## src/rtl/arb_pkg.sv

```systemverilog
package arb_pkg;
  localparam int unsigned ARB_CH     = 16;
  localparam int unsigned ARB_PRIO_W = 4;
  localparam int unsigned ARB_DATA_W = 8;
  // field positions inside a channel register
  localparam int unsigned PE_BIT = 7;
  localparam int unsigned PD_BIT = 6;
endpackage

```

## src/rtl/prio_regfile.sv

```systemverilog
module prio_regfile
  import arb_pkg::*;
#(
  parameter int unsigned NUM_CH = ARB_CH,
  parameter int unsigned PRIO_W = ARB_PRIO_W,
  parameter int unsigned ADDR_W = $clog2(NUM_CH + 3)
) (
  input  logic                          clk,
  input  logic                          rst_n,
  input  logic                          we,
  input  logic [ADDR_W-1:0]             addr,
  input  logic [ARB_DATA_W-1:0]         wdata,
  output logic [NUM_CH-1:0][PRIO_W-1:0] level,
  output logic [NUM_CH-1:0]             pe,
  output logic [NUM_CH-1:0]             pd,
  output logic                          rr_en
);
  localparam int unsigned CTRL_ADDR = NUM_CH;

  logic [NUM_CH-1:0][PRIO_W-1:0] lvl_q, lvl_d;
  logic [NUM_CH-1:0]             pe_q, pe_d, pd_q, pd_d;
  logic                          rr_q, rr_d;

  always_comb begin
    lvl_d = lvl_q;
    pe_d  = pe_q;
    pd_d  = pd_q;
    rr_d  = rr_q;
    if (we) begin
      for (int i = 0; i < NUM_CH; i++) begin
        if (addr == ADDR_W'(i)) begin
          lvl_d[i] = wdata[PRIO_W-1:0];
          pe_d[i]  = wdata[PE_BIT];
          pd_d[i]  = wdata[PD_BIT];
        end
      end
      if (addr == ADDR_W'(CTRL_ADDR)) rr_d = wdata[0];
    end
  end

  always_ff @(posedge clk or negedge rst_n) begin
    if (!rst_n) begin
      for (int i = 0; i < NUM_CH; i++) lvl_q[i] <= PRIO_W'(i);
      pe_q <= '0;
      pd_q <= '0;
      rr_q <= 1'b0;
    end else if (we) begin
      lvl_q <= lvl_d;
      pe_q  <= pe_d;
      pd_q  <= pd_d;
      rr_q  <= rr_d;
    end
  end

  assign level = lvl_q;
  assign pe    = pe_q;
  assign pd    = pd_q;
  assign rr_en = rr_q;
endmodule

```

## src/rtl/dup_detect.sv

```systemverilog
module dup_detect
  import arb_pkg::*;
#(
  parameter int unsigned NUM_CH = ARB_CH,
  parameter int unsigned PRIO_W = ARB_PRIO_W
) (
  input  logic [NUM_CH-1:0][PRIO_W-1:0] level,
  output logic                          dup
);
  logic [NUM_CH-1:0] row_hit;

  // one comparator row per channel against every higher-indexed channel
  for (genvar i = 0; i < NUM_CH; i++) begin : g_row
    always_comb begin
      row_hit[i] = 1'b0;
      for (int j = i + 1; j < NUM_CH; j++) begin
        if (level[i] == level[j]) row_hit[i] = 1'b1;
      end
    end
  end

  assign dup = |row_hit;
endmodule

```

## src/rtl/arb_select.sv

```systemverilog
module arb_select
  import arb_pkg::*;
#(
  parameter int unsigned NUM_CH = ARB_CH,
  parameter int unsigned PRIO_W = ARB_PRIO_W,
  parameter int unsigned IDX_W  = $clog2(NUM_CH)
) (
  input  logic [NUM_CH-1:0]             req,
  input  logic [NUM_CH-1:0][PRIO_W-1:0] level,
  input  logic                          rr_en,
  input  logic [IDX_W-1:0]              last,
  output logic                          found,
  output logic [IDX_W-1:0]              win
);
  logic             fx_found, rr_found;
  logic [IDX_W-1:0] fx_win, rr_win;
  logic [PRIO_W-1:0] fx_best;

  // fixed mode: largest level among pending channels
  always_comb begin
    fx_found = 1'b0;
    fx_win   = '0;
    fx_best  = '0;
    for (int i = 0; i < NUM_CH; i++) begin
      if (req[i] && (!fx_found || level[i] > fx_best)) begin
        fx_found = 1'b1;
        fx_win   = IDX_W'(i);
        fx_best  = level[i];
      end
    end
  end

  // rotating mode: first pending channel after the last one served
  always_comb begin
    int idx;
    rr_found = 1'b0;
    rr_win   = '0;
    for (int k = 1; k <= NUM_CH; k++) begin
      idx = (int'(last) + k) % NUM_CH;
      if (req[idx] && !rr_found) begin
        rr_found = 1'b1;
        rr_win   = IDX_W'(idx);
      end
    end
  end

  assign found = rr_en ? rr_found : fx_found;
  assign win   = rr_en ? rr_win   : fx_win;
endmodule

```

## src/rtl/prio_arbiter.sv

```systemverilog
module prio_arbiter
  import arb_pkg::*;
#(
  parameter int unsigned NUM_CH = ARB_CH,
  parameter int unsigned PRIO_W = ARB_PRIO_W,
  parameter int unsigned ADDR_W = $clog2(NUM_CH + 3)
) (
  input  logic                  clk,
  input  logic                  rst_n,
  input  logic                  reg_we,
  input  logic [ADDR_W-1:0]     reg_addr,
  input  logic [ARB_DATA_W-1:0] reg_wdata,
  output logic [ARB_DATA_W-1:0] reg_rdata,
  input  logic [NUM_CH-1:0]     req_in,
  output logic [NUM_CH-1:0]     gnt,
  output logic                  gnt_valid,
  output logic                  cfg_err
);
  localparam int unsigned IDX_W     = $clog2(NUM_CH);
  localparam int unsigned CTRL_ADDR = NUM_CH;
  localparam int unsigned STAT_ADDR = NUM_CH + 1;
  localparam int unsigned STAT_N    = (NUM_CH + ARB_DATA_W - 1) / ARB_DATA_W;

  logic [NUM_CH-1:0][PRIO_W-1:0] level;
  logic [NUM_CH-1:0]             pe, pd;
  logic                          rr_en, dup;
  logic                          sel_found;
  logic [IDX_W-1:0]              sel_win;

  logic [NUM_CH-1:0] gnt_q, gnt_d;
  logic              gv_q, gv_d;
  logic [IDX_W-1:0]  last_q, last_d;
  logic [NUM_CH-1:0] stat_q;

  prio_regfile #(.NUM_CH(NUM_CH), .PRIO_W(PRIO_W), .ADDR_W(ADDR_W)) u_regs (
    .clk(clk), .rst_n(rst_n), .we(reg_we), .addr(reg_addr), .wdata(reg_wdata),
    .level(level), .pe(pe), .pd(pd), .rr_en(rr_en)
  );

  dup_detect #(.NUM_CH(NUM_CH), .PRIO_W(PRIO_W)) u_dup (
    .level(level), .dup(dup)
  );

  arb_select #(.NUM_CH(NUM_CH), .PRIO_W(PRIO_W), .IDX_W(IDX_W)) u_sel (
    .req(req_in), .level(level), .rr_en(rr_en), .last(last_q),
    .found(sel_found), .win(sel_win)
  );

  always_comb begin
    gnt_d  = '0;
    gv_d   = 1'b0;
    last_d = last_q;
    if (sel_found && !dup) begin
      gnt_d[sel_win] = 1'b1;
      gv_d           = 1'b1;
      last_d         = sel_win;
    end
  end

  always_ff @(posedge clk or negedge rst_n) begin
    if (!rst_n) begin
      gnt_q  <= '0;
      gv_q   <= 1'b0;
      last_q <= IDX_W'(NUM_CH - 1);
      stat_q <= '0;
    end else begin
      gnt_q  <= gnt_d;
      gv_q   <= gv_d;
      last_q <= last_d;
      stat_q <= req_in;
    end
  end

  // register read mux
  always_comb begin
    logic [STAT_N*ARB_DATA_W-1:0] stat_ext;
    stat_ext  = '0;
    stat_ext[NUM_CH-1:0] = stat_q;
    reg_rdata = '0;
    for (int i = 0; i < NUM_CH; i++) begin
      if (reg_addr == ADDR_W'(i)) begin
        reg_rdata            = ARB_DATA_W'(level[i]);
        reg_rdata[PE_BIT]    = pe[i];
        reg_rdata[PD_BIT]    = pd[i];
      end
    end
    if (reg_addr == ADDR_W'(CTRL_ADDR)) reg_rdata = ARB_DATA_W'(rr_en);
    for (int b = 0; b < STAT_N; b++) begin
      if (reg_addr == ADDR_W'(STAT_ADDR + b))
        reg_rdata = stat_ext[b*ARB_DATA_W +: ARB_DATA_W];
    end
  end

  assign gnt       = gnt_q;
  assign gnt_valid = gv_q;
  assign cfg_err   = dup;
endmodule

```

## config.mk

```make
export PLATFORM = sky130hd
export DESIGN_NAME = prio_arbiter
export DESIGN_NICKNAME = d
export VERILOG_FILES = /design/src/rtl/arb_pkg.sv /design/src/rtl/prio_regfile.sv /design/src/rtl/dup_detect.sv /design/src/rtl/arb_select.sv /design/src/rtl/prio_arbiter.sv
export SDC_FILE = /design/constraint.sdc
export NUM_CORES = 1
export LEC_CHECK = 0
export BUFFER_PORTS_ARGS = -buffer_cell sky130_fd_sc_hd__buf_2
export CORE_MARGIN = 10
export CORE_UTILIZATION = 41
export CTS_BUF_LIST = sky130_fd_sc_hd__clkbuf_4 sky130_fd_sc_hd__clkbuf_8 sky130_fd_sc_hd__clkbuf_16
export DETAILED_ROUTE_END_ITERATION = 10
export GPL_TIMING_DRIVEN = 0
export MAX_ROUTING_LAYER = met4
export SLEW_MARGIN = 10
export SYNTH_ARGS = -nofsm -noshare
export SYNTH_HDL_FRONTEND = slang
export SYNTH_SLANG_ARGS = --single-unit
export TNS_END_PERCENT = 20
```

## constraint.sdc

```tcl
create_clock -name clk -period 58 [get_ports clk]
set_input_delay 11.6 -clock clk [delete_from_list [all_inputs] [get_ports clk]]
set_output_delay 11.6 -clock clk [all_outputs]
set_load 0.005 [all_outputs]
```

# Word level (Yosys, flattened, before mapping)
# Index checks and enable logic that the tools add are counted.
op_classes:
  n_addsub: 16
  magnitude_cmp: 33
  eq_ne: 138
  n_mux: 255
  reduce_logical: 97
ops:
  columns: ["operator", "count"]
  rows:
  - ["$eq 4x4->1", 120]
  - ["$mux 1", 172]
  - ["$mux 4", 40]
  - ["$mux 8", 19]
  - ["$lt 4x5->1 const B", 17]
  - ["$bmux 1 s4", 16]
  - ["$gt 4x4->1", 15]
  - ["$eq 5x4->1 const B", 8]
  - ["$reduce_and 2->1", 17]
  - ["$add 4x4->4 const B", 8]
  - ["$logic_and 1x1->1", 32]
  - ["$logic_not 1->1", 31]
  - ["$eq 5x3->1 const B", 4]
  - ["$add 4x3->4 const B", 4]
  - ["$mux 16", 1]
  - ["$eq 5x5->1 const B", 3]
  - ["$logic_or 1x1->1", 15]
  - ["$reduce_or 15->1", 1]
  - ["$mux 3", 4]
  - ["$eq 5x2->1 const B", 2]
  - ["$add 4x1->4 const B", 2]
  - ["$add 4x2->4 const B", 2]
  - ["$eq 5x1->1 const B", 1]
  - ["$logic_not 5->1", 1]
  - ["3 further kinds", 4]
word_totals:
  ff_bits: 134

# Logic depth before layout (Yosys ltp)
# Gate-level depths: netlist (run 1).
logic_depth:
  depth_word: 67
  depth_mapped: 141
  depth_no_buf: 132

# Cells and area by module
# Synthesis (run 1) repeated with hierarchy kept, for this count alone.
hier_totals:
  cells_unflattened: 1986
  hier_area_um2: 18044.8
modules_own_cells:
  columns: ["module", "n_inst", "cells_each", "area_per_inst_um2", "seq_area_each_um2"]
  rows:
  - ["dup_detect", 1, 767, 6647.6, 0.0]
  - ["arb_select", 1, 680, 4874.7, 0.0]
  - ["prio_regfile", 1, 232, 3791.1, 2467.4]
  - ["prio_arbiter", 1, 307, 2731.4, 930.9]

# Worst setup path before layout (run 1)
# Ideal clock, no wire load.
synth_path:
  path_kind: "input port to flip-flop"
  from: "input port req_in[0]"
  to: "register gnt_q[8] (netlist: gnt[8])"
  setup_ps: 87
  t_arrival_ps: 34596
  setup_slack_ps: 23317
  path_stages: 130
  path_cell_list: "buf_2 -> buf_2 -> nand2_1 -> ha_1 -> nor2b_1 -> o211ai_1 -> a21o_1 -> nand3_1 -> nand2_1 -> inv_1 -> ha_1 -> nor2b_1 -> o211ai_1 -> a31o_2 -> nor2_1 -> o21bai_1 -> ha_1 -> nor2b_1 -> [... 94 more ...] -> a21oi_1 -> a41o_1 -> nand2_1 -> and2_1 -> clkbuf_1 -> nor3_1 -> a21oi_1 -> ha_1 -> nor2b_1 -> o21ai_0 -> nand2b_1 -> a21oi_1 -> a41o_1 -> o21ai_0 -> a221o_1 -> a2111o_1 -> a211o_1 -> nor3_1"
synth_via:
  elab_chain_len: 67
synth_lines:
  columns: ["item", "line_no", "source"]
  rows:
  - ["start, declared", "prio_arbiter.sv:14", "input logic [NUM_CH-1:0] req_in,"]
  - ["$mux 4 or $mux 1 (tied branches)", "arb_select.sv:25", "if (req[i] && (!fx_found || level[i] > fx_best)) begin"]
  - ["$gt 4x4->1 or $logic_not 1->1 (tied branches)", "arb_select.sv:25", null]
  - ["$logic_or 1x1->1", "arb_select.sv:25", null]
  - ["$logic_and 1x1->1", "arb_select.sv:25", null]
  - ["$mux 4 or $mux 1 (tied branches)", "arb_select.sv:25", null]
  - ["$gt 4x4->1 or $logic_not 1->1 (tied branches)", "arb_select.sv:25", null]
  - ["$logic_or 1x1->1", "arb_select.sv:25", null]
  - ["$logic_and 1x1->1", "arb_select.sv:25", null]
  - ["[... 52 more ...]", null, null]
  - ["$mux 4", "arb_select.sv:25", null]
  - ["$mux 4", "arb_select.sv:48", "assign win = rr_en ? rr_win : fx_win;"]
  - ["$lt 4x5->1 (not written as such) or $ge 4x1->1 (tied branches)", "prio_arbiter.sv:54", "gnt_d[sel_win] = 1'b1;"]
  - ["$logic_and 1x1->1 (not written as such)", "prio_arbiter.sv:54", null]
  - ["$mux 1 (not written as such)", "prio_arbiter.sv:54", null]
  - ["$demux 1 s4", "prio_arbiter.sv:54", null]
  - ["$mux 16 (*)", "prio_arbiter.sv:53", "if (sel_found && !dup) begin"]
  - ["named net gnt_d[8]", "prio_arbiter.sv:30", "logic [NUM_CH-1:0] gnt_q, gnt_d;"]
  - ["end signal, assigned", "prio_arbiter.sv:67", "gnt_q <= gnt_d;"]
  - ["end, declared", "prio_arbiter.sv:30", null]
# Mark *: on every way through the listed nets, which the timed path passes. The rest lies on a longest branch. The select of a mux whose other input is x is not followed.
# A chain may end at the register's enable or synchronous reset.

# Worst setup path in the final report (run 1)
layout_path:
  from: "input port req_in[0]"
  to: "register gnt_q[2] (netlist: gnt[2])"
# The elaborated chain is that of the path after synthesis.

==> results.json, run 1 <==
{
  "wl_met2_um": 31400,
  "pin_count": 58,
  "final_area_sq_um": 17900,
  "seq_area_frac_synth_pct": 20.8,
  "cts_setup_buffers": 0,
  "rsz0062_at_grt": "no",
  "grt_usage_pct": 29.3,
  "tightest_slew_ns": 1.29,
  "cts_made_buffers": 17,
  "worstPathMaxFanout": 10,
  "placed_area_sq_um": 17300,
  "synth_top_area_share_pct": 18.9,
  "drtIter0Drc": 1755,
  "crit_type": "input pin to register",
  "cp_data_required_time_ns": 58.36,
  "ys_types": 92,
  "p_leak_nw": 7.82,
  "syn2layout_area_growth_pct": 9.42,
  "pwr_density_cell_nw_per_um2": 67.8,
  "relSlewSlack_pct": 14.1,
  "synth_nets": 1969,
  "routed.top_layer": "met4",
  "rows": 73,
  "drc": 0,
  "drt_wl_total_um": 69700,
  "hold_buffers": 0,
  "first_global_vias": 15600,
  "wl_per_cell_um": 28.0,
  "skew_ns": 0.0143,
  "grt_pass1_wl_um": 103000,
  "yosys-top-cells-area": "xor2_1, dfrtp_1, mux2_2",
  "met1_length_um": 27900,
  "insertion_delay_ns": 0.46,
  "grt_start_max_net_pins": 76,
  "yosysTopAreaCell": "xor2_1",
  "final_nets": 2041,
  "core_sq_um": 39500,
  "yosys_warnings": 0,
  "clk_path_buf_depth": 2,
  "vias_per_cell": 6.43,
  "gr-total-overflow": 0,
  "hold_path_class": "register to register",
  "max-cap-violations": 0,
  "post_cts_resized": 0,
  "ys.flop_type": "dfrtp_1",
  "synthArstFlopShare_pct": 100,
  "drtAntennaViolNets": 0,
  "wl_met3_um": 6260,
  "drive_gt1_share_pct": 15.8,
  "slowest_stage": "o41ai_1",
  "die-area_sq_um": 48300,
  "status": "finished, final reports clean",
  "crit_path_max_incr_delay_ns": 0.90,
  "clk_transition_reported_paths_ns": 0.07,
  "die_w_um": 220,
  "netlist_area_sq_um": 16400,
  "start_kind": "input pin",
  "crit_arrival_ns": 40.03,
  "gp_congestion": 1.03,
  "vias": 16000,
  "maxSlewViolCount": 0,
  "syn_avg_cell_area_sq_um": 8.71,
  "end_kind": "register",
  "ys_seq_elements": 134,
  "synth-edff-count": 0,
  "syn_inst": 1878,
  "tritoncts": "built",
  "cts.sinks": 134,
  "crit_top_cell": "ha_1",
  "antenna_found_initial": 3,
  "fin_crit_ns": 39.67,
  "hpwl_um": 51400,
  "fillers": 3894,
  "port_buffers": 52,
  "ir_drop_v": 0.0000599,
  "min_period_over_period_pct": 68.4,
  "setup_viol": 0,
  "max_freq_mhz": 25.2,
  "finalHoldViolations": 0,
  "start_util_pct": 41.4,
  "firstDrtPassIters": 8,
  "fin_setup_tns_ns": 0,
  "die_h_um": 220,
  "clock-root-buffer": "clkbuf_16",
  "htreeDepth": 4
}
## stage by stage
stage                     cells  util [%]  power [mW]  hold WS [ns]  worst slack, ns
after floorplan            1878         -       0.840         0.478            23.32
after global placement     2455      43.7        1.06         0.489            18.77
after detailed placement   2456      43.8        1.08         0.493            18.31
after CTS                  2488      45.2        1.19         0.508            18.72
after global routing       2488      45.2        1.30         0.517            15.88
final                      2489      45.3        1.21         0.508            18.33
## power breakdown
part	total, mW	leakage [nW]	internal, mW	switching (mW)
clock	0.114	0.293	0.0611	0.0527
sequential	0.122	1.63	0.112	0.00985
combinational	0.979	5.90	0.371	0.607
## critical path: cells and delay by family
family                   cells  cell delay [ns]
AO/OA/AOI/OAI               67            15.20
multiplexers                 5             1.77
AND/OR/NAND/NOR             29             3.99
buffers and inverters       16             3.07
adder cells (fa/ha/maj)     15             4.34
## logic make-up (layout without fill, tap and decap cells)
group,count (synthesis),in the layout,share of synthesized area (%)
xor gates and xnor gates,490,490,26.2
and+or+nand+nor,469,469,15.3
AOI/OAI and AO/OA,316,316,14.2
buffers and inverters,237,322,5.64
muxes,173,173,13.3
DFF,134,134,20.8
adders and majority gates,59,59,4.51
other,0,1,0
## placed cells by master (no fill, tap or decap), drive strengths merged, types with 6 or more instances in the layout
cell,netlist,routed
a21o,13,13
xnor2,137,137
a21oi,59,59
o41ai,6,6
mux2,119,119
nor2,84,84
clkbuf,107,124
a22o,10,10
buf,61,114
o211ai,6,6
o22ai,9,9
a2111oi,6,6
nand3,18,18
o21a,15,15
a22oi,37,37
ha,59,59
nor4,116,116
nand2,87,87
dfrtp,98,98
mux2i,31,31
or3,8,8
and2,8,8
xor2,353,353
clkinv,2,6
nand2b,11,11
nor3,34,34
a21boi,6,6
or2,8,8
nor2b,11,11
a211oi,12,12
inv,67,77
dfstp,36,36
mux4,23,23
a31oi,17,17
o21ai,49,49
o31ai,8,8
nand4,62,62
## final cells by class
class | instances | area [sq um] | area share, %
Antenna cell | 1 | 2.50 | 0.0140
Buffer | 168 | 663 | 3.71
Clock buffer | 17 | 425 | 2.38
Clock inverter | 15 | 158 | 0.881
Inverter | 69 | 259 | 1.45
Multi-Input combinational cell | 1507 | 12000 | 67.3
Sequential cell | 134 | 3400 | 19.0
Tap cell | 525 | 657 | 3.67
Timing Repair Buffer | 53 | 298 | 1.66
## Yosys cell counts, drive strengths merged (17+ instances only)
library cell  count
nor3             34
o21ai            49
mux2            119
a31oi            17
mux4             23
ha               59
nand2            87
a22oi            37
a21oi            59
dfstp            36
nor4            116
clkbuf          107
nand3            18
mux2i            31
nand4            62
nor2             84
xnor2           137
inv              67
dfrtp            98
xor2            353
buf              61
## final timing paths
| kind | startpoint | cells after the start | slack, ns | endpoint |
|---|---|---|---|---|
| worst max register to register | u_regs.level[1]$_DFFE_PN0P_ | 131 | 28.45 | gnt[2]$_DFF_PN0_ |
| worst max-delay path | req_in[0] | 132 | 18.33 | gnt[2]$_DFF_PN0_ |
| min in group asynchronous | rst_n | 1 | 11.07 | gnt[13]$_DFF_PN0_ |
| worst min register to register | u_regs.pe[15]$_DFFE_PN0P_ | 1 | 0.51 | u_regs.pe[15]$_DFFE_PN0P_ |
| worst min-delay path | u_regs.pe[15]$_DFFE_PN0P_ | 1 | 0.51 | u_regs.pe[15]$_DFFE_PN0P_ |
| max in group asynchronous | rst_n | 2 | 46.13 | u_regs.level[52]$_DFFE_PN1P_ |
## sequential cells by signal, summed over array words and instances, names as in the netlist
name,cells
u_regs.level,64
gnt,16
stat_q,16
u_regs.pd,16
u_regs.pe,16
last_q,4
gnt_valid,1
u_regs.rr_en,1
## routing by layer
| metal | up-vias | track usage [%] |
|---|---|---|
| met5 | - | - |
| met4 | 0 | 16.4 |
| met3 | 264 | 5.21 |
| met2 | 921 | 45.1 |
| met1 | 7913 | 35.8 |
| li1 | 6894 | - |
Power figures use the tool's default switching activity.
==> inputs of run 2 (changes only) <==
--- a/config.mk
+++ b/config.mk
@@ -5,6 +5,7 @@
 export SDC_FILE = /design/constraint.sdc
 export NUM_CORES = 1
 export LEC_CHECK = 0
+export ABC_AREA = 1
 export BUFFER_PORTS_ARGS = -buffer_cell sky130_fd_sc_hd__buf_2
 export CORE_MARGIN = 10
 export CORE_UTILIZATION = 41
==> constraint.sdc (replaced) <==
create_clock -name clk -period 39.1 [get_ports clk]
set_input_delay 7.82 -clock clk [delete_from_list [all_inputs] [get_ports clk]]
set_output_delay 7.82 -clock clk [all_outputs]
set_load 0.005 [all_outputs]
==> run 2 against run 1 <==
  * Clock power up 54%
  * Via count up 9.3%
  * Synthesized cell count up 27%
  * Worst setup slack worse by 6.3 ns
  * Sequential cell count unchanged
  * Wire length up 18%
  * Die area down 1.4%
  * Final area down 1.2%
  * Sequential power up 43%
  * Sequential share of layout area up 0.24 points
  * Total power up 61%
  * Clock skew up 0.0019 ns
  * Critical endpoint is now gnt[8]$_DFF_PN0_
==> results.json, run 2 <==
{
  "pwr_density_cell_nw_per_um2": 110,
  "synth_commonest_cells": "nand2_1, xnor2_1, inv_1",
  "rr_worst_depth": 154,
  "die_h_um": 218,
  "syn_avg_cell_area_sq_um": 6.78,
  "final_nets": 2541,
  "skew_ns": 0.0163,
  "vias": 17500,
  "min_path_cells": 2,
  "fin_crit_ns": 27.04,
  "ys_types": 50,
  "hold_buffers": 0,
  "largest_reg_flops": 64,
  "pin_count": 58,
  "clkPwrFrac_pct": 9.0,
  "post_cts_resized": 0,
  "drtIter0Drc": 2190,
  "firstDrtPassIters": 6,
  "postLayoutCoreUtil_pct": 45.6,
  "min_period_over_period_pct": 69.2,
  "fin_setup_tns_ns": 0,
  "ys_seq_elements": 134,
  "start_kind": "input pin",
  "clk_transition_reported_paths_ns": 0.07,
  "yosysTopAreaCell": "xnor2_1",
  "worstPathMaxFanout": 10,
  "end_kind": "register",
  "crit_top_cell": "nand2_1",
  "hold_path_class": "register to register",
  "seq_area_frac_synth_pct": 21.1,
  "rsz0062_at_grt": "no",
  "synth-edff-count": 0,
  "core_sq_um": 38700,
  "routed.top_layer": "met4",
  "max_freq_mhz": 37.0,
  "grt_pass1_wl_um": 117000,
  "drc": 0,
  "yosys_warnings": 0,
  "port_buffers": 54,
  "clock-root-buffer": "clkbuf_16",
  "drive_gt1_share_pct": 8.36,
  "rows": 72,
  "htreeDepth": 4,
  "drt_wl_total_um": 82400,
  "grt_usage_pct": 35.1,
  "first_global_vias": 16300,
  "power_frac_comb_pct": 82.0,
  "r2r_slack_ns": 18.51,
  "max-cap-violations": 0,
  "final_cell_mix": "nand2_1, xnor2_1, inv_1",
  "p_leak_nw": 7.87,
  "maxSlewViolCount": 0,
  "netlist_area_sq_um": 16100,
  "ir_drop_v": 0.000106,
  "wl_met3_um": 9090,
  "final_common_cell": "nand2_1",
  "tightest_slew_ns": 1.27,
  "dp_slack_ns": 12.11,
  "synth_top_area_share_pct": 16.9,
  "gr-total-overflow": 0,
  "finalHoldViolations": 0,
  "gp_congestion": 1.06,
  "intPower_uw": 811,
  "drtAntennaViolNets": 0,
  "crit_path_max_incr_delay_ns": 0.57,
  "yosysMostFrequentCell": "nand2_1",
  "insertion_delay_ns": 0.49,
  "crit_arrival_ns": 27.45,
  "vias_per_cell": 5.86,
  "slowest_stage": "o21ai_0",
  "p_sw_mw": 1.14,
  "met1_length_um": 35000,
  "wl_met2_um": 35000,
  "switching_share_pct": 58.4,
  "clk_path_buf_depth": 2,
  "cts_setup_buffers": 0,
  "syn2layout_area_growth_pct": 9.71,
  "syn_inst": 2376,
  "cts_made_buffers": 17,
  "fillers": 4101,
  "wl_per_cell_um": 27.6,
  "ys.flop_type": "dfrtp_1",
  "die_w_um": 218,
  "worst_slack_ns": 12.06,
  "die-area_sq_um": 47600,
  "start_util_pct": 41.6,
  "cp_data_required_time_ns": 39.51,
  "status": "finished, final reports clean",
  "yosys-top-cells-area": "xnor2_1, dfrtp_1, nand2_1",
  "antenna_found_initial": 3,
  "synth_nets": 2467,
  "tritoncts": "built",
  "setup_viol": 0,
  "cts.sinks": 134,
  "power_frac_seq_pct": 9.0,
  "synthArstFlopShare_pct": 100,
  "hpwl_um": 64200,
  "relSlewSlack_pct": 15.1,
  "grt_start_max_net_pins": 84,
  "crit_type": "input pin to register"
}
## run 2: changes by cell type after synthesis, sizes merged, moves of 75 or more
cell / previous run / this run
nand2: 87 / 571
xor2: 353 / 130
xnor2: 137 / 311
inv: 67 / 224
o21ai: 49 / 198
mux2: 119 / 0
nand3: 18 / 97
nor4: 116 / 41
## run 2: logic make-up after synthesis
family	share of synthesized area, %
AO/OA/AOI/OAI	11.1
XOR/XNOR	24.0
adder cells (fa/ha/maj)	4.58
buffers and inverters	9.72
flip-flops	21.1
multiplexers	0.683
AND/OR/NAND/NOR	28.9
## run 2: per-stage QoR
step / total power [mW] / instance area (sq um) / instances / hold slack, ns
finish: 1.95 / 17700 / 2984 / 0.483
global route: 2.14 / 17700 / 2983 / 0.504
CTS: 1.91 / 17700 / 2981 / 0.490
detailed placement: 1.73 / 17100 / 2949 / 0.474
global placement: 1.69 / 17000 / 2948 / 0.467
floorplan: 1.33 / 16100 / 2376 / 0.448
## run 2: path summary, 6_finish.rpt
check / endpoint / from
max in group asynchronous: last_q[1]$_DFFE_PN1P_ / rst_n
min: u_regs.pd[2]$_DFFE_PN0P_ / u_regs.pd[2]$_DFFE_PN0P_
max: gnt[8]$_DFF_PN0_ / req_in[0]
min reg2reg: u_regs.pd[2]$_DFFE_PN0P_ / u_regs.pd[2]$_DFFE_PN0P_
max reg2reg: gnt[8]$_DFF_PN0_ / u_regs.level[4]$_DFFE_PN1P_
min in group asynchronous: u_regs.pe[3]$_DFFE_PN0P_ / rst_n
## run 2: metal layers
layer	GRT usage (%)	up-vias
met5	-	-
met4	14.4	0
met3	9.83	200
met2	50.4	991
met1	45.5	8400
li1	-	7887
## run 2: layout make-up
cell class                 count  area [sq um]  share of cell area, %
clock inverter                14           165                  0.934
multi-input combinational   1849         11100                   63.1
sequential                   134          3400                   19.2
tap                          518           648                   3.67
antenna                        3          7.51                 0.0425
inverter                     226           848                   4.80
timing repair buffer          55           304                   1.72
buffer                       167           718                   4.06
clock buffer                  18           439                   2.48
## run 2: power by group through the flow
stage / Combinational [mW] / Clock (mW) / Sequential (mW)
detailed placement: 1.56 / 0 / 0.176
floorplan: 1.15 / 0 / 0.172
CTS: 1.56 / 0.176 / 0.174
global placement: 1.51 / 0 / 0.176
finish: 1.60 / 0.175 / 0.175
global route: 1.78 / 0.180 / 0.177
## run 2: worst max-delay path: cells and delay by family
kind	cells	cell delay, ns
adder cells (fa/ha/maj)	15	5.29
AND/OR/NAND/NOR	87	7.23
AO/OA/AOI/OAI	33	5.48
buffers and inverters	18	1.67
